`src/rtl/mcol_pkg.sv`:
```
package mcol_pkg;

  typedef enum logic [1:0] {
    TS_IDLE = 2'd0,
    TS_ARM  = 2'd1,
    TS_ON   = 2'd2,
    TS_HOLD = 2'd3
  } tst_st_t;

  typedef enum logic [1:0] {
    SQ_IDLE  = 2'd0,
    SQ_GAP   = 2'd1,
    SQ_PULSE = 2'd2
  } sqe_st_t;

  function automatic int max4(input int a, input int b, input int c, input int d);
    int m;
    m = a;
    if (b > m) m = b;
    if (c > m) m = c;
    if (d > m) m = d;
    return m;
  endfunction

endpackage

```
`src/rtl/mcol_rst_sync.sv`:
```
module mcol_rst_sync #(
  parameter int STAGES = 2
) (
  input  logic clk,
  input  logic rst_ni,
  output logic rst_no
);

  logic [STAGES-1:0] sh_q;

  always_ff @(posedge clk or negedge rst_ni) begin
    if (!rst_ni) sh_q <= '0;
    else         sh_q <= {sh_q[STAGES-2:0], 1'b1};
  end

  assign rst_no = sh_q[STAGES-1];

endmodule

```
`src/rtl/mcol_test_timer.sv`:
```
module mcol_test_timer
  import mcol_pkg::*;
#(
  parameter int ON_DLY  = 64,
  parameter int OFF_DLY = 2,
  parameter int CW      = 7
) (
  input  logic clk,
  input  logic rst_n,
  input  logic tick,
  input  logic en,
  input  logic tx_en,
  input  logic tx_rise,
  output logic test_col
);

  localparam logic [CW-1:0] ON_LAST  = CW'(ON_DLY - 1);
  localparam logic [CW-1:0] OFF_LAST = CW'(OFF_DLY - 1);

  tst_st_t       st_q, st_d;
  logic [CW-1:0] cnt_q, cnt_d;

  always_comb begin
    st_d  = st_q;
    cnt_d = cnt_q;
    case (st_q)
      TS_IDLE: begin
        if (tx_rise) begin
          st_d  = TS_ARM;
          cnt_d = '0;
        end
      end
      TS_ARM: begin
        if (!tx_en) begin
          st_d = TS_IDLE;
        end else if (tick) begin
          if (cnt_q == ON_LAST) begin
            st_d  = TS_ON;
            cnt_d = '0;
          end else begin
            cnt_d = cnt_q + 1'b1;
          end
        end
      end
      TS_ON: begin
        if (!tx_en) begin
          st_d  = TS_HOLD;
          cnt_d = '0;
        end
      end
      TS_HOLD: begin
        if (tx_en) begin
          st_d = TS_ON;
        end else if (tick) begin
          if (cnt_q == OFF_LAST) st_d = TS_IDLE;
          else                   cnt_d = cnt_q + 1'b1;
        end
      end
      default: st_d = TS_IDLE;
    endcase
    if (!en) st_d = TS_IDLE;
  end

  always_ff @(posedge clk or negedge rst_n) begin
    if (!rst_n) begin
      st_q  <= TS_IDLE;
      cnt_q <= '0;
    end else begin
      st_q  <= st_d;
      cnt_q <= cnt_d;
    end
  end

  assign test_col = (st_q == TS_ON) || (st_q == TS_HOLD);

endmodule

```
`src/rtl/mcol_sqe_timer.sv`:
```
module mcol_sqe_timer
  import mcol_pkg::*;
#(
  parameter int GAP_LEN   = 20,
  parameter int PULSE_LEN = 10,
  parameter int CW        = 7
) (
  input  logic clk,
  input  logic rst_n,
  input  logic tick,
  input  logic tx_en,
  input  logic tx_fall,
  input  logic arm_ok,
  output logic sqe_col
);

  localparam logic [CW-1:0] GAP_LAST   = CW'(GAP_LEN - 1);
  localparam logic [CW-1:0] PULSE_LAST = CW'(PULSE_LEN - 1);

  sqe_st_t       st_q, st_d;
  logic [CW-1:0] cnt_q, cnt_d;

  always_comb begin
    st_d  = st_q;
    cnt_d = cnt_q;
    case (st_q)
      SQ_IDLE: begin
        if (tx_fall && arm_ok) begin
          st_d  = SQ_GAP;
          cnt_d = '0;
        end
      end
      SQ_GAP: begin
        if (tx_en) begin
          st_d = SQ_IDLE;
        end else if (tick) begin
          if (cnt_q == GAP_LAST) begin
            st_d  = SQ_PULSE;
            cnt_d = '0;
          end else begin
            cnt_d = cnt_q + 1'b1;
          end
        end
      end
      SQ_PULSE: begin
        if (tick) begin
          if (cnt_q == PULSE_LAST) st_d = SQ_IDLE;
          else                     cnt_d = cnt_q + 1'b1;
        end
      end
      default: st_d = SQ_IDLE;
    endcase
  end

  always_ff @(posedge clk or negedge rst_n) begin
    if (!rst_n) begin
      st_q  <= SQ_IDLE;
      cnt_q <= '0;
    end else begin
      st_q  <= st_d;
      cnt_q <= cnt_d;
    end
  end

  assign sqe_col = (st_q == SQ_PULSE);

endmodule

```
`src/rtl/mcol_out.sv`:
```
module mcol_out (
  input  logic clk,
  input  logic rst_n,
  input  logic tx_en,
  input  logic rx_act,
  input  logic full_dup,
  input  logic test_col,
  input  logic sqe_col,
  output logic col
);

  logic col_d;

  always_comb begin
    col_d = ((tx_en && rx_act) || test_col || sqe_col) && !full_dup;
  end

  always_ff @(posedge clk or negedge rst_n) begin
    if (!rst_n) col <= 1'b0;
    else        col <= col_d;
  end

endmodule

```
`src/rtl/mii_col_unit.sv`:
```
module mii_col_unit
  import mcol_pkg::*;
#(
  parameter int TEST_ON_DLY  = 64,
  parameter int TEST_OFF_DLY = 2,
  parameter int SQE_GAP      = 20,
  parameter int SQE_LEN      = 10,
  parameter int RST_STAGES   = 2
) (
  input  logic clk,
  input  logic rst_n,
  input  logic bit_tick,
  input  logic tx_en,
  input  logic rx_act,
  input  logic full_dup,
  input  logic speed10,
  input  logic ctest_en,
  input  logic sqe_off,
  output logic col
);

  localparam int MAXD = max4(TEST_ON_DLY, TEST_OFF_DLY, SQE_GAP, SQE_LEN);
  localparam int CW   = $clog2(MAXD + 1);

  logic rst_s;
  logic tx_d;
  logic tx_rise, tx_fall;
  logic test_col, sqe_col;
  logic sqe_arm;

  mcol_rst_sync #(.STAGES(RST_STAGES)) i_rst (
    .clk    (clk),
    .rst_ni (rst_n),
    .rst_no (rst_s)
  );

  always_ff @(posedge clk or negedge rst_s) begin
    if (!rst_s) tx_d <= 1'b0;
    else        tx_d <= tx_en;
  end

  assign tx_rise = tx_en && !tx_d;
  assign tx_fall = !tx_en && tx_d;
  assign sqe_arm = speed10 && !full_dup && !sqe_off;

  mcol_test_timer #(
    .ON_DLY  (TEST_ON_DLY),
    .OFF_DLY (TEST_OFF_DLY),
    .CW      (CW)
  ) i_test (
    .clk      (clk),
    .rst_n    (rst_s),
    .tick     (bit_tick),
    .en       (ctest_en),
    .tx_en    (tx_en),
    .tx_rise  (tx_rise),
    .test_col (test_col)
  );

  mcol_sqe_timer #(
    .GAP_LEN   (SQE_GAP),
    .PULSE_LEN (SQE_LEN),
    .CW        (CW)
  ) i_sqe (
    .clk     (clk),
    .rst_n   (rst_s),
    .tick    (bit_tick),
    .tx_en   (tx_en),
    .tx_fall (tx_fall),
    .arm_ok  (sqe_arm),
    .sqe_col (sqe_col)
  );

  mcol_out i_out (
    .clk      (clk),
    .rst_n    (rst_s),
    .tx_en    (tx_en),
    .rx_act   (rx_act),
    .full_dup (full_dup),
    .test_col (test_col),
    .sqe_col  (sqe_col),
    .col      (col)
  );

endmodule

```
`config.mk`:
```
export PLATFORM = sky130hd
export DESIGN_NAME = mii_col_unit
export DESIGN_NICKNAME = d
export VERILOG_FILES = /design/src/rtl/mcol_pkg.sv /design/src/rtl/mcol_rst_sync.sv /design/src/rtl/mcol_test_timer.sv /design/src/rtl/mcol_sqe_timer.sv /design/src/rtl/mcol_out.sv /design/src/rtl/mii_col_unit.sv
export SDC_FILE = /design/constraint.sdc
export NUM_CORES = 1
export LEC_CHECK = 0
export BUFFER_PORTS_ARGS = -buffer_cell sky130_fd_sc_hd__buf_2
export CAP_MARGIN = 20
export CORE_MARGIN = 10
export CORE_UTILIZATION = 26
export DETAILED_ROUTE_END_ITERATION = 10
export PLACE_DENSITY_LB_ADDON = 0.12
export SLEW_MARGIN = 20
export SYNTH_ARGS = -nofsm -noshare
export SYNTH_HDL_FRONTEND = slang
export SYNTH_SLANG_ARGS = --single-unit
```
`constraint.sdc`:
```
create_clock -name clk -period 0.82 [get_ports clk]
set_input_delay 0.164 -clock clk [delete_from_list [all_inputs] [get_ports clk]]
set_output_delay 0.164 -clock clk [all_outputs]
set_load 0.005 [all_outputs]
```
==> out/qor.yml, run 1 <==
pwr:
  powerDensity_mw_per_mm2: 1240
  peakVddDrop_mv: 0.612
  p_leak_nw: 1.14
  power_mw: 3.14
critical_path:
  endpoint_kind: "register"
  crit_fanout: 6
  path_class: "register to register"
  rr_worst_depth: 7
  critical_path_arrival_ps: 1930
  cp-start-kind: "register"
  worstPathRequired_ps: 970
  rr_startpoint: "i_sqe.st_q[0]"
  cp-startpoint: "i_sqe.st_q[0]"
clocking:
  cts_buffers: 3
  root_buffer: "clkbuf_8"
  path_clk_slew_ps: 90
  htree_levels: 1
  cts_tree: "yes"
  cts_buffer_depth: 2
  worstSkewPairLatency_ps: 260
  clkSinkCount: 22
synthesis:
  ys_types: 52
  synth-async-reset-ratio_pct: 100
  synth_edf_count: 0
  synth.avg_cell_area_um2: 10.5
  synth-seq-area-share_pct: 36.9
  synth-xor-area-share_pct: 0
  synthAdderAreaFrac_pct: 7.54
  synth_flop_cell: "dfrtp_1"
  yosys_register_bits: 22
  synth-simple-area-share_pct: 23.7
  syn_area_mm2: 0.00149
  synth_fp_nets: 160
  synth_warnings: 0
  synth_top_family_by_area: "compound AO/OA/AOI/OAI gates"
  muxShareOfSynthArea_pct: 2.43
  synth_compound_area_share_pct: 25.1
  syn_inst: 142
die:
  fp.dieH_um: 95.8
  initial_core_util_pct: 26.9
  rows: 27
  dieArea_mm2: 0.00917
  io_pins: 10
  die_w_um: 95.8
  core-area_mm2: 0.00554
detailed_routing:
  vias: 1450
  wl_met3_um: 61
  vias_per_cell: 4.83
  ant_nets: 0
  drc: 0
  wl_mm: 4.46
  drt_first_pass_iters: 4
  m1WireLength_mm: 1.86
  wl_per_cell_um: 14.9
  highest_layer: "met4"
  drtIter0Drc: 26
  wl_met2_mm: 2.47
finish:
  layout.cells.most_common: "buf_4"
  drive_gt1_share_pct: 59.6
  insertedDiodeCount: 0
  final_nets: 247
  final_cell_mix: "buf_4, dfrtp_1, buf_6, buf_2"
  final_area_mm2: 0.00253
  areaGrowthSynthToFinish_pct: 69.5
place:
  place_ws_ps: -1030
  place_congestion: 0.881
  port_buffers: 9
  dp_hpwl_mm: 3.21
  placed_cell_area_mm2: 0.00204
hold_path:
  min_from: "full_dup"
  hold_depth: 2
  hold_path.class: "primary input to register"
global_routing:
  grt_use_total_pct: 10.1
  grt_pass1_vias: 1589
  grt_pass1_wl_mm: 7.43
  antenna_found_initial: 0
  grt_overflow: 0
  grt_max_degree: 21
outcome:
  violations: "negative setup slack"
  status: "finished with violations"
timing:
  fin_crit_ps: 1780
  fin_skew_ps: 1.15
  holdWs_ps: 53.7
  final_max_slew_viol_count: 0
  timing.final.ws_setup_ps: -956
  fmax_mhz: 563
  setup_viol: 20
  hold_violations: 0
  rsz0062_at_grt: "yes"
  post-route-period-util_pct: 217
job:
  maxCapViolations: 0
-- timing repair --
action	in CTS	in global routing
endpoints found under the setup margin	20	20
hold buffers	1	0
hold endpoints to repair	2	0
pin swaps	28	11
buffers inserted	20	11
resized for setup	34	18
-- synth_stat cells, drive strengths merged, types with 2 or more instances --
master / n / share of area [%]
nand2b: 5 / 2.1
a21boi: 2 / 1.0
clkbuf: 2 / 0.59
o31ai: 2 / 1.0
dfrtp: 22 / 37
nand2: 6 / 1.5
o21ai: 8 / 2.7
and3: 7 / 2.9
nor2b: 4 / 1.7
a21o: 3 / 1.6
mux2: 2 / 1.8
o2bb2ai: 3 / 1.8
o21a: 2 / 1.0
a21oi: 4 / 1.8
buf: 3 / 2.0
nand3b: 2 / 1.0
a22o: 3 / 1.8
o41ai: 2 / 3.7
nand3: 6 / 2.8
o22ai: 3 / 1.3
nor3: 2 / 0.67
nor4: 4 / 3.7
a221o: 3 / 2.0
a31oi: 2 / 0.84
nor2: 7 / 1.8
inv: 6 / 1.5
o2111ai: 2 / 1.2
ha: 9 / 7.5
-- through the flow --
stage | utilization (%) | cells | setup TNS, ps
after floorplan | - | 142 | -12240
after global placement | 36.8 | 269 | -14520
after detailed placement | 36.8 | 269 | -15510
after CTS | 43.2 | 292 | -14740
after global routing | 45.7 | 300 | -16690
final | 45.7 | 300 | -15130
-- flip-flops by register name, summed over array words and instances, names as in the netlist --
signal and flops:
i_sqe.cnt_q 7, i_test.cnt_q 7, i_rst.sh_q 2, i_sqe.st_q 2, i_test.st_q 2, i_out.col 1, tx_d 1
-- logic make-up after synthesis --
family          after synthesis
simple gates                 51
compound gates               45
flops                        22
buf+inv                      11
fa+ha+maj                     9
mux                           3
other cells                   1
-- area by class of cell --
type,instances,area [um^2]
Inverter,6,22.5
Timing Repair Buffer,87,707
Tap cell,72,90.1
Multi-Input combinational cell,109,1100
Clock buffer,4,55.1
Fill cell,546,3010
Sequential cell,22,553
-- routing by layer --
| metal | vias to the layer above | global-route usage (%) |
|---|---|---|
| met2 | 9 | 19.2 |
| met4 | 0 | 3.07 |
| met5 | - | 0 |
| li1 | 717 | - |
| met1 | 716 | 11.3 |
| met3 | 8 | 1.32 |
-- worst paths after layout --
check / endpoint / slack [ps]
max: i_sqe.cnt_q[5] / -960
min: i_out.col / 50
max reg2reg: i_sqe.cnt_q[5] / -960
min reg2reg: i_test.cnt_q[3] / 200
max in group asynchronous: i_test.cnt_q[6] / 460
min in group asynchronous: i_test.cnt_q[3] / 200
-- report_power, final --
| group | leakage [nW] | internal [mW] | switching (mW) | total [mW] |
|---|---|---|---|---|
| clock | 0.0288 | 0.428 | 0.375 | 0.803 |
| sequential | 0.295 | 1.13 | 0.0440 | 1.18 |
| combinational | 0.818 | 0.646 | 0.517 | 1.16 |
-- worst max-delay path, cell delays in order, from the launching register on --
cell and delay (ps):
dfrtp_1 410, inv_2 100, ha_4 180, and4b_1 250
a21o_1 200, nor4_4 40, buf_4 160, a221o_1 310
(Power assumes the default switching activity.)
==> inputs of run 2 (changes only) <==
--- a/config.mk
+++ b/config.mk
@@ -11,6 +11,7 @@
 export CORE_UTILIZATION = 26
 export DETAILED_ROUTE_END_ITERATION = 10
 export PLACE_DENSITY_LB_ADDON = 0.12
+export SKIP_LAST_GASP = 1
 export SLEW_MARGIN = 20
 export SYNTH_ARGS = -nofsm -noshare
 export SYNTH_HDL_FRONTEND = slang
==> run 2 against run 1 <==
- the run still ends with negative setup slack left
- die area stayed put
- cell count is 0.67% lower
- fmax is 0.47% lower
- clock-buffer cell count stayed put
- register-to-register slack hardly changed
- combinational power is 3% lower
- critical path depth stayed put
- sequential power hardly changed
- total power is 1.0% lower
- critical endpoint unchanged
- largest power group unchanged
- utilization is 0.36 points lower
- flip-flop and latch count stayed put
- sequential share of layout area is 0.22 points higher
==> out/qor.yml, run 2 (synthesized netlist as in run 1, its figures left out) <==
outcome:
  status: "finished with violations"
  violations: "negative setup slack"
timing:
  holdWs_ps: 52.1
  post-route-period-util_pct: 218
  hold_violations: 0
  fmax_mhz: 560
  final_max_slew_viol_count: 0
  timing.final.ws_setup_ps: -965
  fin_skew_ps: 2.26
  rsz0062_at_grt: "yes"
  fin_crit_ps: 1780
  fin_tns_setup_ps: -15030
  setup_viol: 20
pwr:
  peakVddDrop_mv: 0.685
  p_leak_nw: 1.13
  powerDensity_mw_per_mm2: 1240
place:
  port_buffers: 9
  dp_hpwl_mm: 3.21
  dp.cells: 269
  placed_cell_area_mm2: 0.00204
  place_congestion: 0.881
detailed_routing:
  highest_layer: "met4"
  drt_first_pass_iters: 4
  drc: 0
  wl_mm: 4.43
  m1WireLength_mm: 1.86
  vias: 1451
  wl_met3_um: 67
  wl_met2_mm: 2.44
  drtIter0Drc: 27
  ant_nets: 0
  vias_per_cell: 4.87
  wl_per_cell_um: 14.9
hold_path:
  hold_path.class: "primary input to register"
finish:
  fillCellCount: 539
  final_nets: 245
  top_regs: "i_sqe.cnt_q (7), i_test.cnt_q (7)"
  final_cell_mix: "buf_4, dfrtp_1, buf_6, buf_2"
  drive_gt1_share_pct: 59.7
  insertedDiodeCount: 0
  final_core_util_pct: 45.3
  layout.cells.most_common: "buf_4"
  final_cells: 298
  final_area_mm2: 0.00251
  areaGrowthSynthToFinish_pct: 68.1
clocking:
  worstSkewPairLatency_ps: 260
  root_buffer: "clkbuf_8"
  path_clk_slew_ps: 90
  clkSinkCount: 22
  cts_tree: "yes"
  cts_buffer_depth: 2
  htree_levels: 1
  cts_buffers: 3
global_routing:
  grt_pass1_vias: 1592
  grt_max_degree: 21
  antenna_found_initial: 0
  grt_pass1_wl_mm: 7.40
  grt_overflow: 0
  grt_use_total_pct: 10.1
die:
  io_pins: 10
  die_w_um: 95.8
  rows: 27
  core-area_mm2: 0.00554
  dieArea_mm2: 0.00917
  fp.dieH_um: 95.8
  initial_core_util_pct: 26.9
critical_path:
  cp-start-kind: "register"
  worstPathRequired_ps: 970
  path_class: "register to register"
  endpoint_kind: "register"
  crit_fanout: 6
  critical_path_arrival_ps: 1940
job:
  maxCapViolations: 0
==> run 2: what timing repair did <==
action                                  in CTS  in global routing
pin swaps                                   25                 13
setup buffers                               20                  9
gates cloned                                 0                  0
hold buffers                                 1                  0
hold endpoints to repair                     2                  0
endpoints found under the setup margin      20                 20
gates resized for setup                     31                 19
==> run 2: path summary, 6_finish.rpt <==
path | from | slack [ps] | cells after the start | to
worst min register to register | i_rst.sh_q[1] | 200 | 1 | i_test.cnt_q[3]
min in group asynchronous | i_rst.sh_q[1] | 200 | 1 | i_test.cnt_q[3]
max in group asynchronous | i_rst.sh_q[1] | 460 | 1 | i_test.cnt_q[6]
worst min-delay path | full_dup | 50 | 2 | i_out.col
worst max register to register | i_sqe.st_q[0] | -960 | 7 | i_sqe.cnt_q[5]
worst max-delay path | i_sqe.st_q[0] | -960 | 7 | i_sqe.cnt_q[5]
==> run 2: power by group <==
group | switching [mW] | internal, mW
Combinational | 0.509 | 0.615
Sequential | 0.0498 | 1.13
Clock | 0.374 | 0.428
==> run 2: routing by layer <==
metal  GRT usage, %  vias to the layer above
met5              0                        -
met4           3.07                        0
met3           1.32                        8
met2           19.0                       11
met1           11.4                      723
li1               -                      709
==> run 2: area by class of cell <==
cell class / count / area, um^2 / share of cell area [%]
multi-input cells: 109 / 1110 / 44.1
clock buffers: 4 / 55.1 / 2.19
well taps: 72 / 90.1 / 3.59
repair buffers: 85 / 681 / 27.1
flip-flops and latches: 22 / 554 / 22.1
inverters: 6 / 22.5 / 0.897
==> run 2: through the flow <==
step / power [mW] / setup WS [ps]
detailed placement: 2.00 / -1030
global route: 3.31 / -1060
finish: 3.11 / -965
floorplan: 1.59 / -846
global placement: 1.96 / -954
CTS: 3.08 / -943
==> run 2: critical path, cell delays in order, from the launching register on <==
cell	delay (ps)
dfrtp_1	410
buf_4	150
ha_1	270
o21ai_4	200
a21o_4	140
nor4_4	40
buf_4	160
a221o_1	310
==> inputs of run 3 (changes only) <==
--- a/config.mk
+++ b/config.mk
@@ -5,11 +5,11 @@
 export SDC_FILE = /design/constraint.sdc
 export NUM_CORES = 1
 export LEC_CHECK = 0
-export BUFFER_PORTS_ARGS = -buffer_cell sky130_fd_sc_hd__buf_2
 export CAP_MARGIN = 20
 export CORE_MARGIN = 10
 export CORE_UTILIZATION = 26
 export DETAILED_ROUTE_END_ITERATION = 10
+export DONT_BUFFER_PORTS = 1
 export PLACE_DENSITY_LB_ADDON = 0.12
 export SKIP_LAST_GASP = 1
 export SLEW_MARGIN = 20
==> run 3 against run 2 <==
- the flow still finishes with violations (negative setup slack)
- register-to-register slack gained 50 ps
- hold slack lost 7.6 ps
- cell area shrank 2.2%
- fmax grew 3.1%
- clock power grew 30%
- cell count shrank 3.7%
- sequential power is essentially flat
- setup slack gained 54 ps
==> out/qor.yml, run 3 (synthesized netlist as in run 1, its figures left out) <==
outcome:
  violations: "negative setup slack"
  status: "finished with violations"
critical_path:
  cp-start-kind: "register"
  path_class: "register to register"
  worstPathRequired_ps: 980
  critical_path_arrival_ps: 1890
  crit_fanout: 4
  worst-r2r-setup-slack_ps: -910
  endpoint_kind: "register"
pwr:
  p_leak_nw: 1.09
  seqPwrFrac_pct: 35.8
  powerDensity_mw_per_mm2: 1340
  swShare_pct: 27.9
  p_int_mw: 2.37
  switching_power_mw: 0.920
  peakVddDrop_mv: 0.750
  pwr-share-comb_pct: 32.5
  clkPwrFrac_pct: 31.7
  power_mw: 3.29
place:
  dp_hpwl_mm: 3.03
  place_congestion: 0.830
  dp.cells: 262
  place_ws_ps: -1020
  port_buffers: 0
timing:
  fin_crit_ps: 1730
  setup_viol: 20
  rsz0062_at_grt: "yes"
  hold_violations: 0
  fin_tns_setup_ps: -14500
  post-route-period-util_pct: 211
  timing.final.ws_setup_ps: -910
  fin_skew_ps: 3.07
  fmax_mhz: 578
  final_max_slew_viol_count: 0
  holdWs_ps: 44.5
clocking:
  clkSinkCount: 22
  htree_levels: 1
  path_clk_slew_ps: 90
  cts_tree: "yes"
  cts_buffer_depth: 2
  cts_buffers: 3
  root_buffer: "clkbuf_8"
  worstSkewPairLatency_ps: 260
die:
  core-area_mm2: 0.00554
  io_pins: 10
  dieArea_mm2: 0.00917
  fp.dieH_um: 95.8
  die_w_um: 95.8
  initial_core_util_pct: 26.9
  rows: 27
hold_path:
  hold_path.class: "primary input to register"
global_routing:
  grt_max_degree: 21
  grt_use_total_pct: 9.33
  grt_pass1_wl_mm: 6.83
  grt_pass1_vias: 1457
  grt_overflow: 0
  antenna_found_initial: 0
finish:
  final_nets: 234
  drive_gt1_share_pct: 58.1
  final_cells: 287
  areaGrowthSynthToFinish_pct: 64.4
  final_cell_mix: "buf_4, dfrtp_1, buf_6, nor2_1, and3_1"
  layout.cells.most_common: "buf_4"
  fillCellCount: 552
  register_area_um2: 553
  insertedDiodeCount: 0
  multiInputGateArea_mm2: 0.00111
  top_regs: "i_sqe.cnt_q (7), i_test.cnt_q (7)"
detailed_routing:
  vias: 1384
  drtIter0Drc: 35
  wl_per_cell_um: 14.5
  wl_mm: 4.16
  drt_first_pass_iters: 4
  drc: 0
  vias_per_cell: 4.82
  ant_nets: 0
job:
  maxCapViolations: 0
-- run 3: worst max-delay path: stages, from the launching register on --
cell and delay [ps]:
dfrtp_1 400, inv_2 120, ha_4 180, and4b_1 250
a21o_1 180, nor4_4 50, buf_4 140, a221o_1 300
-- run 3: worst paths after layout --
| path | startpoint | to | cells past startpoint |
|---|---|---|---|
| min reg2reg | i_rst.sh_q[1] | i_test.cnt_q[2] | 1 |
| min | tx_en | i_test.st_q[1] | 2 |
| max in group asynchronous | i_rst.sh_q[1] | i_test.cnt_q[6] | 1 |
| min in group asynchronous | rst_n | i_rst.sh_q[1] | 1 |
| max | i_sqe.st_q[0] | i_sqe.cnt_q[4] | 7 |
| max reg2reg | i_sqe.st_q[0] | i_sqe.cnt_q[4] | 7 |
-- run 3: power groups by stage --
stage	combinational (mW)	sequential, mW	clock [mW]
2_1_floorplan	0.380	1.21	0
3_3_place_gp	0.753	1.20	0
3_5_place_dp	0.763	1.20	0
4_1_cts	0.899	1.17	1.05
5_1_grt	1.15	1.18	1.12
6_report	1.07	1.18	1.04
-- run 3: cell type report --
cell class	count	area share, %
Inverter	6	0.918
Clock inverter	1	1.22
Tap cell	72	3.67
Multi-Input combinational cell	109	45.1
Timing Repair Buffer	74	24.8
Sequential cell	22	22.5
Clock buffer	3	1.68
-- run 3: repair_timing --
item	CTS	global route
setup endpoints to repair	20	20
setup buffers	15	4
endpoints found under the hold margin	4	0
cloned	0	0
resized for setup	26	23
hold buffers	3	0
pin swaps	23	19
-- run 3: metal layers --
layer | vias up | part of all wire (%) | track usage, %
li1 | 690 | - | -
met1 | 685 | 44 | 10.9
met2 | 5 | 54 | 17.2
met3 | 4 | 1.2 | 1.40
met4 | 0 | 1.0 | 2.70
met5 | - | 0 | 0
-- run 3: stage by stage --
step / util [%] / area, um^2
4_1_cts: 42.2 / 2340
3_3_place_gp: 36.3 / 2010
3_5_place_dp: 36.3 / 2010
6_report: 44.3 / 2450
2_1_floorplan: - / 1550
5_1_grt: 44.3 / 2450
